### config.mk
export PLATFORM = sky130hd
export DESIGN_NAME = vptr_store_unit
export DESIGN_NICKNAME = d
export VERILOG_FILES = /design/src/rtl/vps_pkg.sv /design/src/rtl/vps_fault_eval.sv /design/src/rtl/vps_ptr_reg.sv /design/src/rtl/vps_seq.sv /design/src/rtl/vptr_store_unit.sv
export SDC_FILE = /design/constraint.sdc
export NUM_CORES = 1
export LEC_CHECK = 0
export BUFFER_PORTS_ARGS = -buffer_cell sky130_fd_sc_hd__buf_2
export CAP_MARGIN = 20
export CORE_MARGIN = 5
export CORE_UTILIZATION = 46
export CTS_CLUSTER_SIZE = 12
export DETAILED_ROUTE_END_ITERATION = 16
export HOLD_SLACK_MARGIN = 0.05
export PLACE_DENSITY = 0.81
export SLEW_MARGIN = 15
export SYNTH_ARGS = -nofsm -noshare
export SYNTH_HDL_FRONTEND = slang
export SYNTH_HIERARCHICAL = 1
export SYNTH_SLANG_ARGS = --single-unit
### constraint.sdc
create_clock -name clk -period 3.7 [get_ports clk]
set_clock_uncertainty 0.2 [all_clocks]
set_input_delay 0.185 -clock clk [delete_from_list [all_inputs] [get_ports clk]]
set_output_delay 0.185 -clock clk [all_outputs]
set_load 0.03 [all_outputs]
### src/rtl/vps_pkg.sv
package vps_pkg;

    localparam int ADDR_W     = 64;
    localparam int PTR_W      = 64;
    localparam int LIMIT_W    = 32;
    localparam int ERR_W      = 32;
    localparam int LIN_BITS   = 48;
    localparam int OPND_BYTES = 8;
    localparam int CPL_W      = 2;

    localparam int NUM_RES = 6;
    localparam int RB_UD   = 0;
    localparam int RB_EXIT = 1;
    localparam int RB_GP   = 2;
    localparam int RB_SS   = 3;
    localparam int RB_PF   = 4;
    localparam int RB_OK   = 5;

    typedef logic [NUM_RES-1:0] res_kind_t;

    typedef enum logic [2:0] {
        SEG_ES = 3'd0,
        SEG_CS = 3'd1,
        SEG_SS = 3'd2,
        SEG_DS = 3'd3,
        SEG_FS = 3'd4,
        SEG_GS = 3'd5
    } seg_e;

    typedef struct packed {
        logic              is_reg;
        logic              virt_on;
        logic              non_root;
        logic              prot_en;
        logic              v86;
        logic              long_act;
        logic              cs_long;
        logic [CPL_W-1:0]  cpl;
        seg_e              seg;
        logic              usable;
        logic              is_code;
        logic              writable;
        logic [LIMIT_W-1:0] limit;
        logic [ADDR_W-1:0] addr;
    } req_t;

    typedef enum logic {
        ST_IDLE  = 1'b0,
        ST_WRITE = 1'b1
    } seq_state_e;

    function automatic res_kind_t kind_bit(input int idx);
        res_kind_t k;
        k = '0;
        k[idx] = 1'b1;
        return k;
    endfunction

    function automatic logic addr_canonical(input logic [ADDR_W-1:0] a);
        logic [ADDR_W-LIN_BITS:0] top;
        top = a[ADDR_W-1:LIN_BITS-1];
        return (&top) | ~(|top);
    endfunction

endpackage

### src/rtl/vps_fault_eval.sv
module vps_fault_eval
    import vps_pkg::*;
(
    input  req_t      req,
    output logic      fault,
    output res_kind_t kind
);

    localparam logic [LIMIT_W:0] SPAN = (LIMIT_W+1)'(OPND_BYTES - 1);

    logic             mode64;
    logic             ud_hit;
    logic             is_ss;
    logic             canon;
    logic [LIMIT_W:0] last_off;
    logic             past_limit;
    logic             no_write;

    always_comb begin
        mode64     = req.long_act & req.cs_long;
        ud_hit     = req.is_reg | ~req.virt_on | ~req.prot_en | req.v86 |
                     (req.long_act & ~req.cs_long);
        is_ss      = (req.seg == SEG_SS);
        canon      = addr_canonical(req.addr);
        last_off   = {1'b0, req.addr[LIMIT_W-1:0]} + SPAN;
        past_limit = last_off > {1'b0, req.limit};
        no_write   = req.is_code | ~req.writable;
    end

    always_comb begin
        fault = 1'b1;
        kind  = '0;
        if (ud_hit) begin
            kind = kind_bit(RB_UD);
        end else if (req.non_root) begin
            kind = kind_bit(RB_EXIT);
        end else if (req.cpl != '0) begin
            kind = kind_bit(RB_GP);
        end else if (mode64) begin
            if (!canon) begin
                kind = is_ss ? kind_bit(RB_SS) : kind_bit(RB_GP);
            end else begin
                fault = 1'b0;
            end
        end else if (!req.usable) begin
            kind = is_ss ? kind_bit(RB_SS) : kind_bit(RB_GP);
        end else if (no_write) begin
            kind = kind_bit(RB_GP);
        end else if (past_limit) begin
            kind = is_ss ? kind_bit(RB_SS) : kind_bit(RB_GP);
        end else begin
            fault = 1'b0;
        end
    end

endmodule

### src/rtl/vps_ptr_reg.sv
module vps_ptr_reg
    import vps_pkg::*;
(
    input  logic             clk,
    input  logic             rst,
    input  logic             load,
    input  logic [PTR_W-1:0] load_val,
    output logic [PTR_W-1:0] ptr
);

    always_ff @(posedge clk) begin
        if (rst) begin
            ptr <= '1;
        end else if (load) begin
            ptr <= load_val;
        end
    end

endmodule

### src/rtl/vps_seq.sv
module vps_seq
    import vps_pkg::*;
(
    input  logic              clk,
    input  logic              rst,
    input  logic              req_valid,
    output logic              req_ready,
    input  logic [ADDR_W-1:0] req_addr,
    input  logic              eval_fault,
    input  res_kind_t         eval_kind,
    input  logic [PTR_W-1:0]  ptr,
    output logic              mem_wr_valid,
    input  logic              mem_wr_ready,
    output logic [ADDR_W-1:0] mem_wr_addr,
    output logic [PTR_W-1:0]  mem_wr_data,
    input  logic              mem_pf,
    input  logic [ERR_W-1:0]  mem_pf_code,
    output logic              res_valid,
    output res_kind_t         res_kind,
    output logic [ERR_W-1:0]  res_err_code,
    output logic              res_flag_clear
);

    seq_state_e state_q;

    assign req_ready    = (state_q == ST_IDLE);
    assign mem_wr_valid = (state_q == ST_WRITE);

    always_ff @(posedge clk) begin
        if (rst) begin
            state_q        <= ST_IDLE;
            res_valid      <= 1'b0;
            res_kind       <= '0;
            res_err_code   <= '0;
            res_flag_clear <= 1'b0;
            mem_wr_addr    <= '0;
            mem_wr_data    <= '0;
        end else begin
            res_valid      <= 1'b0;
            res_kind       <= '0;
            res_err_code   <= '0;
            res_flag_clear <= 1'b0;
            case (state_q)
                ST_IDLE: begin
                    if (req_valid) begin
                        if (eval_fault) begin
                            res_valid <= 1'b1;
                            res_kind  <= eval_kind;
                        end else begin
                            state_q     <= ST_WRITE;
                            mem_wr_addr <= req_addr;
                            mem_wr_data <= ptr;
                        end
                    end
                end
                ST_WRITE: begin
                    if (mem_wr_ready) begin
                        state_q   <= ST_IDLE;
                        res_valid <= 1'b1;
                        if (mem_pf) begin
                            res_kind     <= kind_bit(RB_PF);
                            res_err_code <= mem_pf_code;
                        end else begin
                            res_kind       <= kind_bit(RB_OK);
                            res_flag_clear <= 1'b1;
                        end
                    end
                end
                default: state_q <= ST_IDLE;
            endcase
        end
    end

endmodule

### src/rtl/vptr_store_unit.sv
module vptr_store_unit
    import vps_pkg::*;
(
    input  logic                clk,
    input  logic                rst,
    input  logic                req_valid,
    output logic                req_ready,
    input  logic                req_is_reg,
    input  logic                req_virt_on,
    input  logic                req_non_root,
    input  logic                req_prot_en,
    input  logic                req_v86,
    input  logic                req_long_act,
    input  logic                req_cs_long,
    input  logic [1:0]          req_cpl,
    input  logic [2:0]          req_seg,
    input  logic                req_seg_usable,
    input  logic                req_seg_code,
    input  logic                req_seg_writable,
    input  logic [31:0]         req_seg_limit,
    input  logic [63:0]         req_addr,
    input  logic                ptr_load,
    input  logic [63:0]         ptr_load_val,
    output logic                mem_wr_valid,
    input  logic                mem_wr_ready,
    output logic [63:0]         mem_wr_addr,
    output logic [63:0]         mem_wr_data,
    input  logic                mem_pf,
    input  logic [31:0]         mem_pf_code,
    output logic                res_valid,
    output logic [5:0]          res_kind,
    output logic [31:0]         res_err_code,
    output logic                res_flag_clear
);

    req_t             req_s;
    logic             eval_fault;
    res_kind_t        eval_kind;
    logic [PTR_W-1:0] ptr_q;

    always_comb begin
        req_s.is_reg   = req_is_reg;
        req_s.virt_on  = req_virt_on;
        req_s.non_root = req_non_root;
        req_s.prot_en  = req_prot_en;
        req_s.v86      = req_v86;
        req_s.long_act = req_long_act;
        req_s.cs_long  = req_cs_long;
        req_s.cpl      = req_cpl;
        req_s.seg      = seg_e'(req_seg);
        req_s.usable   = req_seg_usable;
        req_s.is_code  = req_seg_code;
        req_s.writable = req_seg_writable;
        req_s.limit    = req_seg_limit;
        req_s.addr     = req_addr;
    end

    vps_fault_eval u_eval (
        .req   (req_s),
        .fault (eval_fault),
        .kind  (eval_kind)
    );

    vps_ptr_reg u_ptr (
        .clk      (clk),
        .rst      (rst),
        .load     (ptr_load),
        .load_val (ptr_load_val),
        .ptr      (ptr_q)
    );

    vps_seq u_seq (
        .clk            (clk),
        .rst            (rst),
        .req_valid      (req_valid),
        .req_ready      (req_ready),
        .req_addr       (req_addr),
        .eval_fault     (eval_fault),
        .eval_kind      (eval_kind),
        .ptr            (ptr_q),
        .mem_wr_valid   (mem_wr_valid),
        .mem_wr_ready   (mem_wr_ready),
        .mem_wr_addr    (mem_wr_addr),
        .mem_wr_data    (mem_wr_data),
        .mem_pf         (mem_pf),
        .mem_pf_code    (mem_pf_code),
        .res_valid      (res_valid),
        .res_kind       (res_kind),
        .res_err_code   (res_err_code),
        .res_flag_clear (res_flag_clear)
    );

endmodule

# == Word level (Yosys, flattened, before mapping) ==
# Index checks and enable logic that the tools add are counted.
# classes
n_reduce_logical,6
n_mux,31
n_addsub,1
n_lt_le_gt_ge,1
bitwise,17
eq_ne,1
# ops
cell,count
2-to-1 mux 6 bit,12
"adder 32 x 3 -> 33 bit, second input constant",1
greater-than comparator 33 x 32 -> 1 bit,1
AND reduction 17 bit,1
OR reduction 17 bit,1
2-to-1 mux 1 bit,15
case mux 6 bit (2 select lines),1
NOT 1 bit,9
OR 1 bit,6
2-to-1 mux 4 bit,1
case mux 1 bit (2 select lines),2
OR reduction 4 bit,1
"== test 3 x 2 -> 1 bit, second input constant",1
AND reduction 3 bit,1
OR reduction 3 bit,1
AND 1 bit,2
nonzero test 2 bit,1
# word_totals
out_inout_bits,170
wordCells,65
register_bits,233
in_bits,213

# == Longest topological paths before layout ==
# logic_depth
word_depth,12
ltp_mapped,20
ltp_nobuf,18

# == Modules after synthesis ==
# The synthesis kept the hierarchy.
# modules_own_cells
module,n_inst,area_per_inst_um2,seq_area_each_um2,cells_per_inst
vps_seq,1,6850.3,3383.2,647
vps_ptr_reg,1,2388.5,1281.2,213
vps_fault_eval,1,1664.1,0.0,243

# == Worst setup path after synthesis ==
# Ideal clock, no wire load.
# synth_timing
kind,in2reg
startpoint,in req_addr[0]
endpoint,reg u_seq.mem_wr_addr[0]
required_time_ns,3.428
t_arrival_ns,3.631
path_buffers,2
stages,20
setup_time_ns,0.072
setup_slack_ns,-0.203
path_cell_list,inv_1 > ha_1 > or2b_2 > nor4b_4 > nand3_1 > nor2_1 > nand3_1 > xnor2_1 > ha_1 > and4_2 > nor4b_1 > a221oi_1 > o211ai_1 > a21o_1 > a21oi_1 > o21ai_0 > nor3b_2 > buf_4 > buf_6 > mux2i_1
# synth_via
elab_chain_len,11
# synth_lines
item,line_no,source
"start, declared",vptr_store_unit.sv:21,"input logic [63:0] req_addr,"
adder 32 x 3 -> 33 bit,vps_fault_eval.sv:25,"last_off = {1'b0, req.addr[LIMIT_W-1:0]} + SPAN;"
greater-than comparator 33 x 32 -> 1 bit,vps_fault_eval.sv:26,"past_limit = last_off > {1'b0, req.limit};"
2-to-1 mux 1 bit,vps_fault_eval.sv:49,end else if (past_limit) begin
2-to-1 mux 1 bit,vps_fault_eval.sv:47,end else if (no_write) begin
2-to-1 mux 1 bit,vps_fault_eval.sv:45,end else if (!req.usable) begin
2-to-1 mux 1 bit,vps_fault_eval.sv:39,end else if (mode64) begin
2-to-1 mux 1 bit,vps_fault_eval.sv:37,end else if (req.cpl != '0) begin
2-to-1 mux 1 bit,vps_fault_eval.sv:35,end else if (req.non_root) begin
2-to-1 mux 1 bit,vps_fault_eval.sv:33,if (ud_hit) begin
via eval_fault,vptr_store_unit.sv:37,logic eval_fault;
NOT 1 bit (no line),-,
AND reduction 3 bit (no line),-,
"end signal, assigned",vps_seq.sv:51,mem_wr_addr <= req_addr;
"end, declared",vps_seq.sv:14,"output logic [ADDR_W-1:0] mem_wr_addr,"
# The timed path passes the listed nets, and every way through them passes these cells.
# A chain may end at the register's enable or synchronous reset.

# == Final worst setup path ==
# layout_timing
startpoint,in req_addr[24]
endpoint,reg u_seq.mem_wr_addr[8]
# The elaborated chain is that of the path after synthesis.

==> impl_metrics.env <==
export IMPL_outcome="finished clean"
export IMPL_cp_slowest_cell="dlygate4sd3_1"
export IMPL_synthCells=1103
export IMPL_yosysUniqueCellTypes=53
export IMPL_clock_sinks=233
export IMPL_hold_viol=0
export IMPL_path_class="primary input to register"
export IMPL_synth_top_area_cell="dfxtp_1"
export IMPL_grt_antenna_before_repair=3
export IMPL_clk_latency_ns=0.53
export IMPL_path_common_cell="clkbuf_16"
export IMPL_setup_slack_ns=0.116
export IMPL_drt_pass1_iterations=5
export IMPL_nets=1960
export IMPL_drive_gt1_frac=0.305
export IMPL_fill_cells=1617
export IMPL_synth_area_um2=10900
export IMPL_dp_slack_ns=-0.464
export IMPL_final_setup_tns_ns=0
export IMPL_grt_max_degree=229
export IMPL_worstMarginPinSlew_ns=0.976
export IMPL_synth_edf_count=0
export IMPL_num_io_pins=383
export IMPL_wl_mm=36.4
export IMPL_use_met1=0.271
export IMPL_drt_iter0_markers=642
export IMPL_gp_congestion=0.890
export IMPL_cellPowerDensity_nw_per_um2=348
export IMPL_ant_nets=0
export IMPL_use_met2=0.461
export IMPL_rrSetupSlack_ns=1.69
export IMPL_max_freq_mhz=279
export IMPL_syn_area_per_cell_um2=9.88
export IMPL_rows=56
export IMPL_cp_end_kind="register"
export IMPL_vdd_drop_max_mv=0.363
export IMPL_final_util=0.704
export IMPL_top_usage_layer="met2"
export IMPL_crit_family="buffers and inverters"
export IMPL_cp_slowest_stage_delay_ns=0.54
export IMPL_seq_area_frac_synth=0.428
export IMPL_path_max_fanout=8
export IMPL_num_vias=10200
export IMPL_drv_cap=0
export IMPL_required_ns=3.95
export IMPL_met3_usage=0.0612
export IMPL_clk_pin_slew_ns=0.06
export IMPL_p_leak_nw=7.45
export IMPL_finalNonFillerCells=2052
export IMPL_path_cells="dlygate4sd3_1 > clkbuf_4 > and4_4 > nand3_1 > nor2_1 > xor2_1 > ha_1 > nand3_2 > nor4b_4 > a221oi_2 > o211ai_1 > a21o_1 > a21oi_2 > o21ai_2 > nor3b_4 > buf_6 > clkbuf_16 > clkbuf_16 > mux2i_1"
export IMPL_power_total_mw=5.72
export IMPL_wl_per_cell_um=17.8
export IMPL_max_slew_margin=0.349
export IMPL_design_die_area_um2=26900
export IMPL_clk_path_buf_depth=3
export IMPL_finalSetupViolCount=0
export IMPL_cp_num_buf_inv=5
export IMPL_core_area_um2=23400
export IMPL_synth_area_leaders="dfxtp_1, nand2b_1, mux2i_1"
export IMPL_drc=0
export IMPL_synth_top_area_frac=0.428
export IMPL_ys_ff_latch=233
export IMPL_io_buffers=382
export IMPL_hpwl_mm=21.9
export IMPL_cts_buffers=25
export IMPL_die_y_um=164
export IMPL_initial_core_util=0.466
export IMPL_drv_slew=0
export IMPL_fin_crit_ns=3.58
export IMPL_ys_warn_count=6
export IMPL_async_reset_ff_frac=0
export IMPL_cts_tree="done"
export IMPL_htree_levels=1
export IMPL_hold_class="primary input to register"
export IMPL_routed_via_density=4.98
export IMPL_root_buffer="clkbuf_16"
export IMPL_synth_ff_type="dfxtp_1"
export IMPL_crit_path_start_kind="primary input"
export IMPL_track_usage=0.250
export IMPL_gr_total_overflow=0
export IMPL_place_inst=1799
export IMPL_fin_crit_sh=0.969
export IMPL_die_x_um=164
export IMPL_arrival_ns=3.84
export IMPL_syn2layout_area_growth_pct=51.0
export IMPL_grt_pass1_vias=10600
export IMPL_grt_pass1_wl_mm=54.4
==> worst reg2reg max path, stage by stage (launching register included) <==
cell and delay, ns:
dfxtp_1 0.56, and4b_1 0.91, and2_1 0.28
==> power by group <==
group | internal [mW] | switching, mW | leakage [nW]
sequential | 2.56 | 0.0248 | 1.90
combinational | 0.436 | 0.324 | 5.17
clock | 1.38 | 0.997 | 0.380
total | 4.38 | 1.35 | 7.45
==> cells in the mapped netlist, types with 15 or more instances <==
cell type and number:
ha_1 33, xnor2_1 17, inv_1 42, dfxtp_1 233
clkbuf_1 37, buf_6 19, nor2b_1 66, nand3_1 19
nor2_1 17, nand2_1 21, a21oi_1 15, mux2i_1 128
a211o_1 64, nand2b_1 260, and2_1 36
==> area by class of cell <==
cell class,instances,area (um2),share of cell area
tap,319,399,0.0242
clock buffer,37,701,0.0426
timing repair buffer,653,4680,0.284
clock inverter,6,70.1,0.00426
multi-input combinational,759,5770,0.350
inverter,42,175,0.0106
sequential,233,4660,0.283
antenna,3,7.51,0.000456
==> flip-flops by register name, indices dropped and copies added (netlist names) <==
signal,flops
u_ptr/ptr,64
u_seq/mem_wr_addr,64
u_seq/mem_wr_data,64
u_seq/res_err_code,32
u_seq/res_kind,6
u_seq/mem_wr_valid,1
u_seq/res_flag_clear,1
u_seq/res_valid,1
==> metal layers <==
metal,up-vias,part of all wire
met5,-,0
met4,0,0.042
met3,104,0.072
met2,423,0.51
met1,4810,0.37
li1,4891,-
==> placed cells by master, fill, tap and decap left out, types with 15 or more instances in the layout <==
master	instances
inv_1	39
mux2i_1	123
ha_1	32
nor2b_1	66
dlygate4sd3_1	199
nand2b_1	260
and2_1	36
buf_2	374
buf_4	56
nand2_1	21
clkbuf_16	29
xnor2_1	16
a211o_1	64
dfxtp_1	233
nand3_1	15
==> through the flow <==
step	area [um2]	hold slack, ns
2_1_floorplan	11000	0.0574
3_3_place_gp	13400	0.180
3_5_place_dp	13400	0.186
4_1_cts	16200	0.106
5_1_grt	16500	0.0625
6_report	16500	0.0605
==> worst paths after layout <==
path / from / endpoint / cells past startpoint
setup / recovery: req_addr[24] / u_seq/mem_wr_addr[8] / 19
hold / removal: req_addr[23] / u_seq/mem_wr_addr[23] / 4
setup reg to reg: u_seq/mem_wr_valid / u_seq/res_err_code[16] / 2
hold reg to reg: u_ptr/ptr[48] / u_seq/mem_wr_data[48] / 2
==> kinds of logic (layout without fill, tap and decap cells) <==
| logic type | Yosys count | after routing | share of synthesized area |
|---|---|---|---|
| and+or+nand+nor | 464 | 464 | 0.264 |
| xor gates and xnor gates | 30 | 30 | 0.0241 |
| muxes | 128 | 128 | 0.118 |
| other | 1 | 5 | 0.000344 |
| buffers and inverters | 112 | 738 | 0.0544 |
| AOI/OAI and AO/OA | 102 | 102 | 0.0737 |
| adders and majority gates | 33 | 33 | 0.0379 |
| DFF | 233 | 233 | 0.428 |
==> timing repair <==
action / CTS / global route
hold endpoints to repair: 168 / 0
hold buffers: 200 / 0
resized for setup: 0 / 40
setup endpoints to repair: 0 / 129
buffers inserted: 0 / 4
No activity file was read; power rests on OpenSTA's default activity.
